[config.mk]
export PLATFORM = sky130hd
export DESIGN_NAME = rtc_calendar_core
export DESIGN_NICKNAME = d
export VERILOG_FILES = /design/src/rtl/rtc_cal_pkg.sv /design/src/rtl/rtc_prescaler.sv /design/src/rtl/rtc_bcd_field.sv /design/src/rtl/rtc_calendar.sv /design/src/rtl/rtc_host_port.sv /design/src/rtl/rtc_calendar_core.sv
export SDC_FILE = /design/constraint.sdc
export NUM_CORES = 1
export LEC_CHECK = 0
export BUFFER_PORTS_ARGS = -buffer_cell sky130_fd_sc_hd__buf_4
export CORE_MARGIN = 2
export CORE_UTILIZATION = 56
export DETAILED_ROUTE_END_ITERATION = 10
export HOLD_SLACK_MARGIN = 0.1
export PLACE_DENSITY = 0.85
export SYNTH_ARGS = -nofsm -noshare
export SYNTH_HDL_FRONTEND = slang
export SYNTH_SLANG_ARGS = --single-unit
[constraint.sdc]
create_clock -name clk -period 3.2 [get_ports clk]
set_input_delay 0.16 -clock clk [delete_from_list [all_inputs] [get_ports clk]]
set_output_delay 0.16 -clock clk [all_outputs]
set_load 0.05 [all_outputs]
[src/rtl/rtc_cal_pkg.sv]
package rtc_cal_pkg;
  localparam int BYTE_W     = 8;
  localparam int NUM_FIELDS = 7;
  localparam int IDX_W      = $clog2(NUM_FIELDS);
  localparam int FIELD_BASE = 2;
  localparam int CTRL_ADDR  = 0;

  localparam int F_SEC  = 0;
  localparam int F_MIN  = 1;
  localparam int F_HOUR = 2;
  localparam int F_DAY  = 3;
  localparam int F_WDAY = 4;
  localparam int F_MON  = 5;
  localparam int F_YEAR = 6;

  localparam int CTRL_FREEZE = 5;
  localparam int CTRL_TST_HI = 7;
  localparam int CTRL_TST_LO = 3;

  typedef logic [BYTE_W-1:0] byte_t;

  function automatic byte_t field_mask(input int idx);
    case (idx)
      F_SEC, F_MIN:   field_mask = 8'h7F;
      F_HOUR, F_DAY:  field_mask = 8'h3F;
      F_WDAY:         field_mask = 8'h07;
      F_MON:          field_mask = 8'h1F;
      default:        field_mask = 8'hFF;
    endcase
  endfunction

  function automatic byte_t field_lo(input int idx);
    field_lo = (idx == F_DAY || idx == F_MON) ? 8'h01 : 8'h00;
  endfunction

  function automatic byte_t bcd_inc(input byte_t v);
    bcd_inc = (v[3:0] >= 4'd9) ? {v[7:4] + 4'd1, 4'h0} : v + 8'd1;
  endfunction

  function automatic logic leap_bcd(input byte_t yr);
    if (!yr[4]) leap_bcd = (yr[3:0] == 4'd0) || (yr[3:0] == 4'd4) || (yr[3:0] == 4'd8);
    else        leap_bcd = (yr[3:0] == 4'd2) || (yr[3:0] == 4'd6);
  endfunction

  function automatic byte_t month_last_day(input byte_t mon, input byte_t yr);
    case (mon)
      8'h02:                      month_last_day = leap_bcd(yr) ? 8'h29 : 8'h28;
      8'h04, 8'h06, 8'h09, 8'h11: month_last_day = 8'h30;
      default:                    month_last_day = 8'h31;
    endcase
  endfunction

  function automatic byte_t field_hi(input int idx, input byte_t mon, input byte_t yr);
    case (idx)
      F_SEC, F_MIN: field_hi = 8'h59;
      F_HOUR:       field_hi = 8'h23;
      F_DAY:        field_hi = month_last_day(mon, yr);
      F_WDAY:       field_hi = 8'h06;
      F_MON:        field_hi = 8'h12;
      default:      field_hi = 8'h99;
    endcase
  endfunction
endpackage

[src/rtl/rtc_prescaler.sv]
module rtc_prescaler #(
  parameter int DIV_BITS = 15
) (
  input  logic                clk,
  input  logic                rst_n,
  input  logic                hold,
  input  logic                ref_tick,
  output logic [DIV_BITS-1:0] count,
  output logic                tick_out
);
  assign tick_out = ref_tick && !hold && (&count);

  always_ff @(posedge clk or negedge rst_n) begin
    if (!rst_n)        count <= '0;
    else if (hold)     count <= '0;
    else if (ref_tick) count <= count + 1'b1;
  end
endmodule

[src/rtl/rtc_bcd_field.sv]
module rtc_bcd_field
  import rtc_cal_pkg::*;
#(
  parameter byte_t RST_VAL = 8'h00
) (
  input  logic  clk,
  input  logic  rst_n,
  input  logic  load,
  input  byte_t load_val,
  input  logic  inc,
  input  byte_t lo,
  input  byte_t hi,
  output byte_t val,
  output logic  wrap
);
  assign wrap = inc && (val >= hi);

  always_ff @(posedge clk or negedge rst_n) begin
    if (!rst_n)    val <= RST_VAL;
    else if (load) val <= load_val;
    else if (inc)  val <= wrap ? lo : bcd_inc(val);
  end
endmodule

[src/rtl/rtc_calendar.sv]
module rtc_calendar
  import rtc_cal_pkg::*;
(
  input  logic                               clk,
  input  logic                               rst_n,
  input  logic                               tick,
  input  logic                               wr_en,
  input  logic [IDX_W-1:0]                   wr_idx,
  input  byte_t                              wr_data,
  output logic [NUM_FIELDS-1:0][BYTE_W-1:0]  fields,
  output logic [NUM_FIELDS-1:0]              inc,
  output logic                               valid_low,
  output logic                               century
);
  logic [NUM_FIELDS-1:0] wrap;
  logic [NUM_FIELDS-1:0] ld;

  always_comb begin
    inc[F_SEC]  = tick;
    inc[F_MIN]  = wrap[F_SEC];
    inc[F_HOUR] = wrap[F_MIN];
    inc[F_DAY]  = wrap[F_HOUR];
    inc[F_WDAY] = wrap[F_HOUR];
    inc[F_MON]  = wrap[F_DAY];
    inc[F_YEAR] = wrap[F_MON];
  end

  for (genvar i = 0; i < NUM_FIELDS; i++) begin : g_fld
    byte_t hi_lim;
    assign ld[i]  = wr_en && (wr_idx == IDX_W'(i));
    assign hi_lim = field_hi(i, fields[F_MON], fields[F_YEAR]);
    rtc_bcd_field #(.RST_VAL(field_lo(i))) u_fld (
      .clk      (clk),
      .rst_n    (rst_n),
      .load     (ld[i]),
      .load_val (wr_data & field_mask(i)),
      .inc      (inc[i]),
      .lo       (field_lo(i)),
      .hi       (hi_lim),
      .val      (fields[i]),
      .wrap     (wrap[i])
    );
  end

  always_ff @(posedge clk or negedge rst_n) begin
    if (!rst_n) begin
      valid_low <= 1'b1;
      century   <= 1'b0;
    end else begin
      if (ld[F_SEC]) valid_low <= 1'b0;
      if (ld[F_MON])         century <= wr_data[7];
      else if (wrap[F_YEAR]) century <= ~century;
    end
  end
endmodule

[src/rtl/rtc_host_port.sv]
module rtc_host_port
  import rtc_cal_pkg::*;
#(
  parameter int ADDR_W = 4
) (
  input  logic                              clk,
  input  logic                              rst_n,
  input  logic                              req_valid,
  output logic                              req_ready,
  input  logic                              req_write,
  input  logic [ADDR_W-1:0]                 req_addr,
  input  byte_t                             req_wdata,
  output logic                              rsp_valid,
  input  logic                              rsp_ready,
  output byte_t                             rsp_data,
  input  logic [NUM_FIELDS-1:0][BYTE_W-1:0] fields,
  input  logic                              valid_low,
  input  logic                              century,
  output logic                              freeze,
  output logic                              wr_any,
  output logic                              fld_wr,
  output logic [IDX_W-1:0]                  fld_idx
);
  localparam logic [ADDR_W-1:0] A_CTRL = ADDR_W'(CTRL_ADDR);
  localparam logic [ADDR_W-1:0] A_LO   = ADDR_W'(FIELD_BASE);
  localparam logic [ADDR_W-1:0] A_HI   = ADDR_W'(FIELD_BASE + NUM_FIELDS - 1);

  logic  accept, in_fields, is_ctrl;
  logic  tst_hi, tst_lo;
  byte_t rd_byte, ctrl_byte;

  assign req_ready = !rsp_valid;
  assign accept    = req_valid && req_ready;
  assign wr_any    = accept && req_write;
  assign is_ctrl   = (req_addr == A_CTRL);
  assign in_fields = (req_addr >= A_LO) && (req_addr <= A_HI);
  assign fld_idx   = IDX_W'(req_addr - A_LO);
  assign fld_wr    = wr_any && in_fields;

  always_comb begin
    ctrl_byte = '0;
    ctrl_byte[CTRL_TST_HI] = tst_hi;
    ctrl_byte[CTRL_FREEZE] = freeze;
    ctrl_byte[CTRL_TST_LO] = tst_lo;
  end

  always_comb begin
    rd_byte = '0;
    if (is_ctrl) begin
      rd_byte = ctrl_byte;
    end else if (in_fields) begin
      rd_byte = fields[fld_idx];
      if (fld_idx == IDX_W'(F_SEC)) rd_byte[7] = valid_low;
      if (fld_idx == IDX_W'(F_MON)) rd_byte[7] = century;
    end
  end

  always_ff @(posedge clk or negedge rst_n) begin
    if (!rst_n) begin
      freeze <= 1'b0;
      tst_hi <= 1'b0;
      tst_lo <= 1'b0;
    end else if (wr_any && is_ctrl) begin
      freeze <= req_wdata[CTRL_FREEZE];
      tst_hi <= req_wdata[CTRL_TST_HI];
      tst_lo <= req_wdata[CTRL_TST_LO];
    end
  end

  always_ff @(posedge clk or negedge rst_n) begin
    if (!rst_n) begin
      rsp_valid <= 1'b0;
      rsp_data  <= '0;
    end else if (accept && !req_write) begin
      rsp_valid <= 1'b1;
      rsp_data  <= rd_byte;
    end else if (rsp_valid && rsp_ready) begin
      rsp_valid <= 1'b0;
    end
  end
endmodule

[src/rtl/rtc_calendar_core.sv]
module rtc_calendar_core
  import rtc_cal_pkg::*;
#(
  parameter int DIV_BITS = 15,
  parameter int ADDR_W   = 4
) (
  input  logic              clk,
  input  logic              rst_n,
  input  logic              ref_tick,
  input  logic              req_valid,
  output logic              req_ready,
  input  logic              req_write,
  input  logic [ADDR_W-1:0] req_addr,
  input  logic [7:0]        req_wdata,
  output logic              rsp_valid,
  input  logic              rsp_ready,
  output logic [7:0]        rsp_data
);
  logic                              stop_q;
  logic                              wr_any, fld_wr;
  logic [IDX_W-1:0]                  fld_idx;
  logic [DIV_BITS-1:0]               pre_cnt;
  logic                              pre_tick, sec_tick;
  logic [NUM_FIELDS-1:0][BYTE_W-1:0] cal_fields;
  logic [NUM_FIELDS-1:0]             fld_inc;
  logic                              vl_flag, cent_flag;

  assign sec_tick = pre_tick && !wr_any;

  rtc_prescaler #(.DIV_BITS(DIV_BITS)) u_pre (
    .clk      (clk),
    .rst_n    (rst_n),
    .hold     (stop_q),
    .ref_tick (ref_tick),
    .count    (pre_cnt),
    .tick_out (pre_tick)
  );

  rtc_calendar u_cal (
    .clk       (clk),
    .rst_n     (rst_n),
    .tick      (sec_tick),
    .wr_en     (fld_wr),
    .wr_idx    (fld_idx),
    .wr_data   (req_wdata),
    .fields    (cal_fields),
    .inc       (fld_inc),
    .valid_low (vl_flag),
    .century   (cent_flag)
  );

  rtc_host_port #(.ADDR_W(ADDR_W)) u_port (
    .clk       (clk),
    .rst_n     (rst_n),
    .req_valid (req_valid),
    .req_ready (req_ready),
    .req_write (req_write),
    .req_addr  (req_addr),
    .req_wdata (req_wdata),
    .rsp_valid (rsp_valid),
    .rsp_ready (rsp_ready),
    .rsp_data  (rsp_data),
    .fields    (cal_fields),
    .valid_low (vl_flag),
    .century   (cent_flag),
    .freeze    (stop_q),
    .wr_any    (wr_any),
    .fld_wr    (fld_wr),
    .fld_idx   (fld_idx)
  );
endmodule

* Yosys cells after proc, flatten, opt, wreduce, memory -nomap -nowiden
Cells that the tools add are included.
Storage, ports and cells: logic and storage cells 154, register bits 85, output and inout bits 10
Operators by class: $lt $le $gt $ge 17, muxes and demuxes 44, reduce and logical (&&, ||, !) cells 46, eq/ne operators 15, $add $sub $neg 16, bitwise operators 1
Operators with widths (count):
- 8-bit two-way mux | 31
- 8-bit by 1-bit adder with 8-bit output, second input constant | 7
- 15-bit two-way mux | 2
- 4-bit by 1-bit adder with 4-bit output, second input constant | 7
- 4-bit greater-or-equal comparator, second input constant | 7
- 8-bit binary-select mux with 3-bit select | 1
- 1-bit logical AND | 24
- 2-bit nonzero test | 10
- 8-bit by 3-bit == test with 1-bit output, second input constant | 2
- 8-bit by 7-bit greater-or-equal comparator with 1-bit output, second input constant | 2
- 8-bit one-hot mux with 2 select lines | 1
- 15-bit by 1-bit adder with 15-bit output, second input constant | 1
- 15-bit AND reduction | 1
- 3-bit == test, second input constant | 3
- 1-bit two-way mux | 9
- 4-bit by 3-bit == test with 1-bit output, second input constant | 2
- 8-bit by 2-bit == test with 1-bit output, second input constant | 1
- 8-bit by 4-bit == test with 1-bit output, second input constant | 1
- 8-bit by 5-bit == test with 1-bit output, second input constant | 1
- 8-bit by 3-bit greater-or-equal comparator with 1-bit output, second input constant | 1
- 8-bit by 5-bit greater-or-equal comparator with 1-bit output, second input constant | 1
- 8-bit by 6-bit greater-or-equal comparator with 1-bit output, second input constant | 1
- 8-bit greater-or-equal comparator | 1
- 8-bit greater-or-equal comparator, second input constant | 1
- other kinds (14) | 21

* Logic depth before layout (Yosys ltp)
depth in word-level cells 14, mapped depth 14, gate-level depth less buffers 13

* Hierarchy
From an unflattened synthesis, not the netlist that was laid out.
Unflattened totals: cells, all modules 892, area, all modules 7922.6 um2
By module, submodules not included:
- rtc_bcd_field at u_cal.g_fld[1].u_fld ... | instances 4, sequential area each 200.2 um2, cells each 97, area an instance 827.0 um2
- rtc_bcd_field at u_cal.g_fld[3].u_fld ... | instances 2, sequential area each 201.4 um2, cells each 97, area an instance 828.3 um2
- rtc_host_port | instances 1, sequential area each 300.3 um2, cells each 92, area an instance 1022.2 um2
- rtc_bcd_field at u_cal.g_fld[0].u_fld | instances 1, sequential area each 200.2 um2, cells each 99, area an instance 827.0 um2
- rtc_prescaler | instances 1, sequential area each 375.4 um2, cells each 81, area an instance 800.8 um2
- rtc_calendar | instances 1, sequential area each 51.3 um2, cells each 37, area an instance 294.0 um2
- rtc_calendar_core | instances 1, sequential area each 0.0 um2, cells each 1, area an instance 13.8 um2

* Worst setup path after synthesis
Ideal clock, no wire load.
path type register -> register, start register u_cal.g_fld[5].u_fld.val[0], end register u_cal.g_fld[6].u_fld.val[7], arrival 2.856 ns, required time 3.076 ns, path slack 0.221 ns, setup time 0.124 ns, cell stages (with the launch flop) 15, cells stage by stage dfstp_2 inv_1 ha_1 o211ai_1 a21oi_1 o21ai_0 mux2_2 ha_1 nor4b_1 o221ai_1 and4_1 nand2_2 buf_6 nor3_1 o31a_1
Between the ends: cells in the longest elaborated chain, start to end 10, elaborated cells between the ends (all ways) 16, those cells by class 2 x order compare; 5 x eq/ne; 4 x mux; 5 x reduce/logical
RTL lines:
- start: declaration | line rtc_bcd_field.sv:13 | output byte_t val,
- start signal: assignment | line rtc_bcd_field.sv:20 | else if (load) val <= load_val;
- start signal: assignment | line rtc_bcd_field.sv:21 | else if (inc) val <= wrap ? lo : bcd_inc(val);
- 8-bit by 3-bit == test with 1-bit output (tied with other cells) | line rtc_cal_pkg.sv:46 | case (mon)
- 4-bit OR reduction | line rtc_cal_pkg.sv:46
- 8-bit one-hot mux with 2 select lines | line rtc_cal_pkg.sv:46
- 8-bit greater-or-equal comparator | line rtc_bcd_field.sv:16 | assign wrap = inc && (val >= hi);
- 1-bit logical AND | line rtc_bcd_field.sv:16
- 1-bit logical AND (*) | line rtc_bcd_field.sv:16
- 1-bit logical AND | line rtc_bcd_field.sv:16
- 8-bit two-way mux (2 in series) | line rtc_bcd_field.sv:21
- 8-bit two-way mux | line rtc_bcd_field.sv:20
- end signal: assignment | line rtc_bcd_field.sv:20
- end signal: assignment | line rtc_bcd_field.sv:21
- end: declaration | line rtc_bcd_field.sv:13
Mark *: on every way between the ends. The rest lies on a longest branch, timed or not. The select of a mux whose other input is x is not followed. A chain may end at the register's enable or synchronous reset.

* Worst setup path in the final report
start register u_cal.g_fld[5].u_fld.val[0], end register u_cal.g_fld[6].u_fld.val[5]
Same word-level chain as after synthesis.

==> flow_summary.yaml <==
clock_tree:
  cts_max_level: 3
  cts.clk_slew.worst_paths_ns: 0.10
  clock_latency_ns: 0.37
  cts_setup_buffers: 0
  clockRootBuffer: "clkbuf_8"
  clock_sinks: 85
  clockBufferDepth: 2
  cts_buffers: 9
  cts_tree: "done"
yosys:
  yosysWarnings: 0
  yosysSeqAreaShare: 0.3697
  synth_area_leader_cell: "dfrtp_1"
  synth.net_count: 715
  synth_area_sq_mm: 0.005764
  synth_seq_cells: 85
  ys_types: 68
  synthCells: 650
  yosysTopAreaCellShare: 0.3560
  synth_edf_count: 0
  syn_area_per_cell_sq_um: 8.868
  async_flop_share: 1.000
  synth_area_leaders: "dfrtp_1, ha_1, nand2_1"
  synth_top_flop_cell: "dfrtp_1"
global_routing:
  grt_pass1_vias: 4961
  track_usage: 0.2793
  grt-ovfl-total: 0
  grt_max_degree: 86
  grt_pass1_wl_mm: 24.59
  antenna_found_initial: 0
placed_design:
  io_buffer_count: 27
  placed_area_sq_mm: 0.006136
  dp.cells: 801
  place_congestion: 0.9337
  dp_hpwl_mm: 11.06
setup_path:
  worstSetupPathType: "reg2reg"
  r2r_end: "u_cal.g_fld[6].u_fld.val[5]"
  ff2ff_path_depth: 11
  end_kind: "flop"
  reg2reg_from: "u_cal.g_fld[5].u_fld.val[0]"
  arrival_ns: 3.26
  start_kind: "flop"
  worstPathMaxFanout: 12
  crit_end: "u_cal.g_fld[6].u_fld.val[5]"
  critPathLaunch: "u_cal.g_fld[5].u_fld.val[0]"
  r2r_slack_ns: 0.23
  cp.required_ns: 3.49
route:
  drc_errors: 0
  drt_first_pass_iters: 7
  ant_nets: 0
  drt-total-wl_mm: 15.17
  wl_per_cell_um: 18.40
  drt_iter0_drc: 426
  vias: 5141
  vias_per_cell: 6.239
floorplanning:
  start_util: 0.5686
  dieArea_sq_mm: 0.01112
  num_rows: 37
  die_h_um: 105.5
  ios: 28
  dieWidth_um: 105.5
  core_sq_mm: 0.01014
finish:
  design_area_sq_mm: 0.006446
  drive_gt1_frac: 0.1497
  final_cells: 824
  fin_nets: 748
  fillers: 829
  seq_area_sq_mm: 0.002132
  diodes: 0
  syn_to_final_growth_pct: 11.83
  multi_input_area_sq_mm: 0.003432
timing:
  drv_slew: 0
  tns_ns: 0
  rsz0062_at_grt: "false"
  skew_ns: 0.01168
  maxSlewHeadroom: 0.2595
  finalHoldViolCount: 0
  worstMarginPinSlew_ns: 1.111
  max_freq_mhz: 336.6
  setup_viol_count_final: 0
  fin_crit_ns: 2.971
  timing.final.crit_share: 0.9284
job:
  cap_violations: 0
outcome:
  outcome: "complete, no violations"
pwr:
  p_clk_frac: 0.231
  p_leak_nw: 2.876
  cell_internal_pwr_mw: 1.992
  vdd_ir_drop_max_v: 0.0003462
  power.total_mw: 3.303
  pwr-share-seq: 0.455
  p_switching_mw: 1.311
  powerDensity_mw_per_mm2: 512.3
  p_comb_frac: 0.313
  swShare: 0.3969
min_path:
  min_path_type: "in2reg"
  hold_path_depth: 3
power by group through the flow:
stage	registers, mW	logic (mW)	clock network [mW]
global placement	1.50	0.962	0
finish	1.50	1.03	0.764
CTS	1.49	1.02	0.774
global route	1.53	1.15	0.820
detailed placement	1.51	1.00	0
floorplan	1.47	0.693	0
sequential cells by signal, summed over array words and instances, names as in the netlist:
signal / flops
u_cal.g_fld.u_fld.val: 56
u_pre.count: 15
u_port.rsp_data: 8
u_cal.century: 1
u_cal.valid_low: 1
u_port.freeze: 1
u_port.rsp_valid: 1
u_port.tst_hi: 1
u_port.tst_lo: 1
synth_stat cells, types with 6 or more instances:
master and count:
mux4_2 8, ha_1 47, inv_1 35, clkbuf_1 19, o31ai_1 13, mux2_2 10, o21ai_0 47, a21oi_1 31
nor2b_1 8, nor2_1 58, nand3_1 24, o211ai_1 6, xor2_1 9, dfrtp_1 82, nand3b_1 6, a22oi_1 8
and2_1 15, xnor2_1 7, nor4_1 14, nor3_1 14, and3_1 10, a221oi_1 8, nand4_1 10, nand2_1 80
cells in the final DEF (no fill, tap or decap), types with 4 or more instances in the layout:
cell,count
mux2i_1,4
buf_4,41
nand4_1,10
nor3_1,13
nor3b_1,4
a21oi_1,31
o31ai_1,13
dfrtp_1,81
nor4_1,12
nand4b_1,4
and2_1,15
clkbuf_8,9
mux2_2,10
a31oi_1,4
nand2_1,80
ha_1,47
inv_1,34
nor2b_1,8
o21ai_0,46
a22oi_1,8
nor2_1,58
nand3b_1,6
xor2_1,9
dlygate4sd3_1,7
a221oi_1,8
o211ai_1,6
mux4_2,8
nand3_1,24
and3_1,10
xnor2_1,7
cell type report:
cell class                 count  share of cell area
clock buffer                   9             0.01922
clock inverter                 7             0.01165
inverter                      36             0.02096
multi-input combinational    503              0.5324
sequential                    85              0.3307
tap                          136             0.02640
timing repair buffer          48             0.05862
worst max-delay path: stages, from the launching register on:
cell	delay (ns)
dfstp_2	0.57
inv_1	0.07
ha_1	0.23
nand4b_1	0.16
mux2_2	0.36
ha_1	0.32
nor4b_4	0.06
o221ai_2	0.19
and4_4	0.29
nand2_4	0.11
or3_1	0.37
a31oi_1	0.16
layer usage:
layer / global-route usage / share of wire / wire length [um] / vias to the layer above
met5: 0 / 0 / 0 / -
met4: 0.1210 / 0.040 / 614 / 0
met3: 0.05442 / 0.078 / 1190 / 52
met2: 0.4567 / 0.47 / 7174 / 224
met1: 0.3613 / 0.41 / 6186 / 2467
li1: - / - / - / 2398
cell families after synthesis:
family,share of synthesized area
DFF,0.3697
and+or+nand+nor,0.2405
xor gates and xnor gates,0.02431
AOI/OAI and AO/OA,0.1628
adders and majority gates,0.1020
muxes,0.05774
buffers and inverters,0.04298
timing repair:
action                                  CTS  global route
hold buffers                              7             0
endpoints found under the setup margin    2            17
pin swaps                                 0             0
endpoints found under the hold margin    91             0
gates resized for setup                   1            10
worst min path at each step:
| stage | startpoint | end | slack (ns) |
|---|---|---|---|
| 2_1_floorplan | rst_n | u_cal.century | -0.14 |
| 3_3_place_gp | rsp_ready | u_port.rsp_valid | 0.34 |
| 3_5_place_dp | rsp_ready | u_port.rsp_valid | 0.36 |
| 4_1_cts | req_wdata[5] | u_cal.g_fld[0].u_fld.val[5] | 0.10 |
| 5_1_grt | req_wdata[5] | u_cal.g_fld[0].u_fld.val[5] | 0.11 |
| 6_report | req_wdata[5] | u_cal.g_fld[0].u_fld.val[5] | 0.12 |
per-stage QoR:
| step | setup slack (ns) | hold slack [ns] | util |
|---|---|---|---|
| global route | 0.007741 | 0.1135 | 0.6358 |
| CTS | 0.08229 | 0.1009 | 0.6324 |
| detailed placement | 0.005600 | 0.3612 | 0.6052 |
| global placement | 0.09106 | 0.3398 | 0.6052 |
| floorplan | 0.2205 | -0.1356 | - |
| finish | 0.2292 | 0.1158 | 0.6358 |
Note: power is estimated with default switching activity, not from simulation.
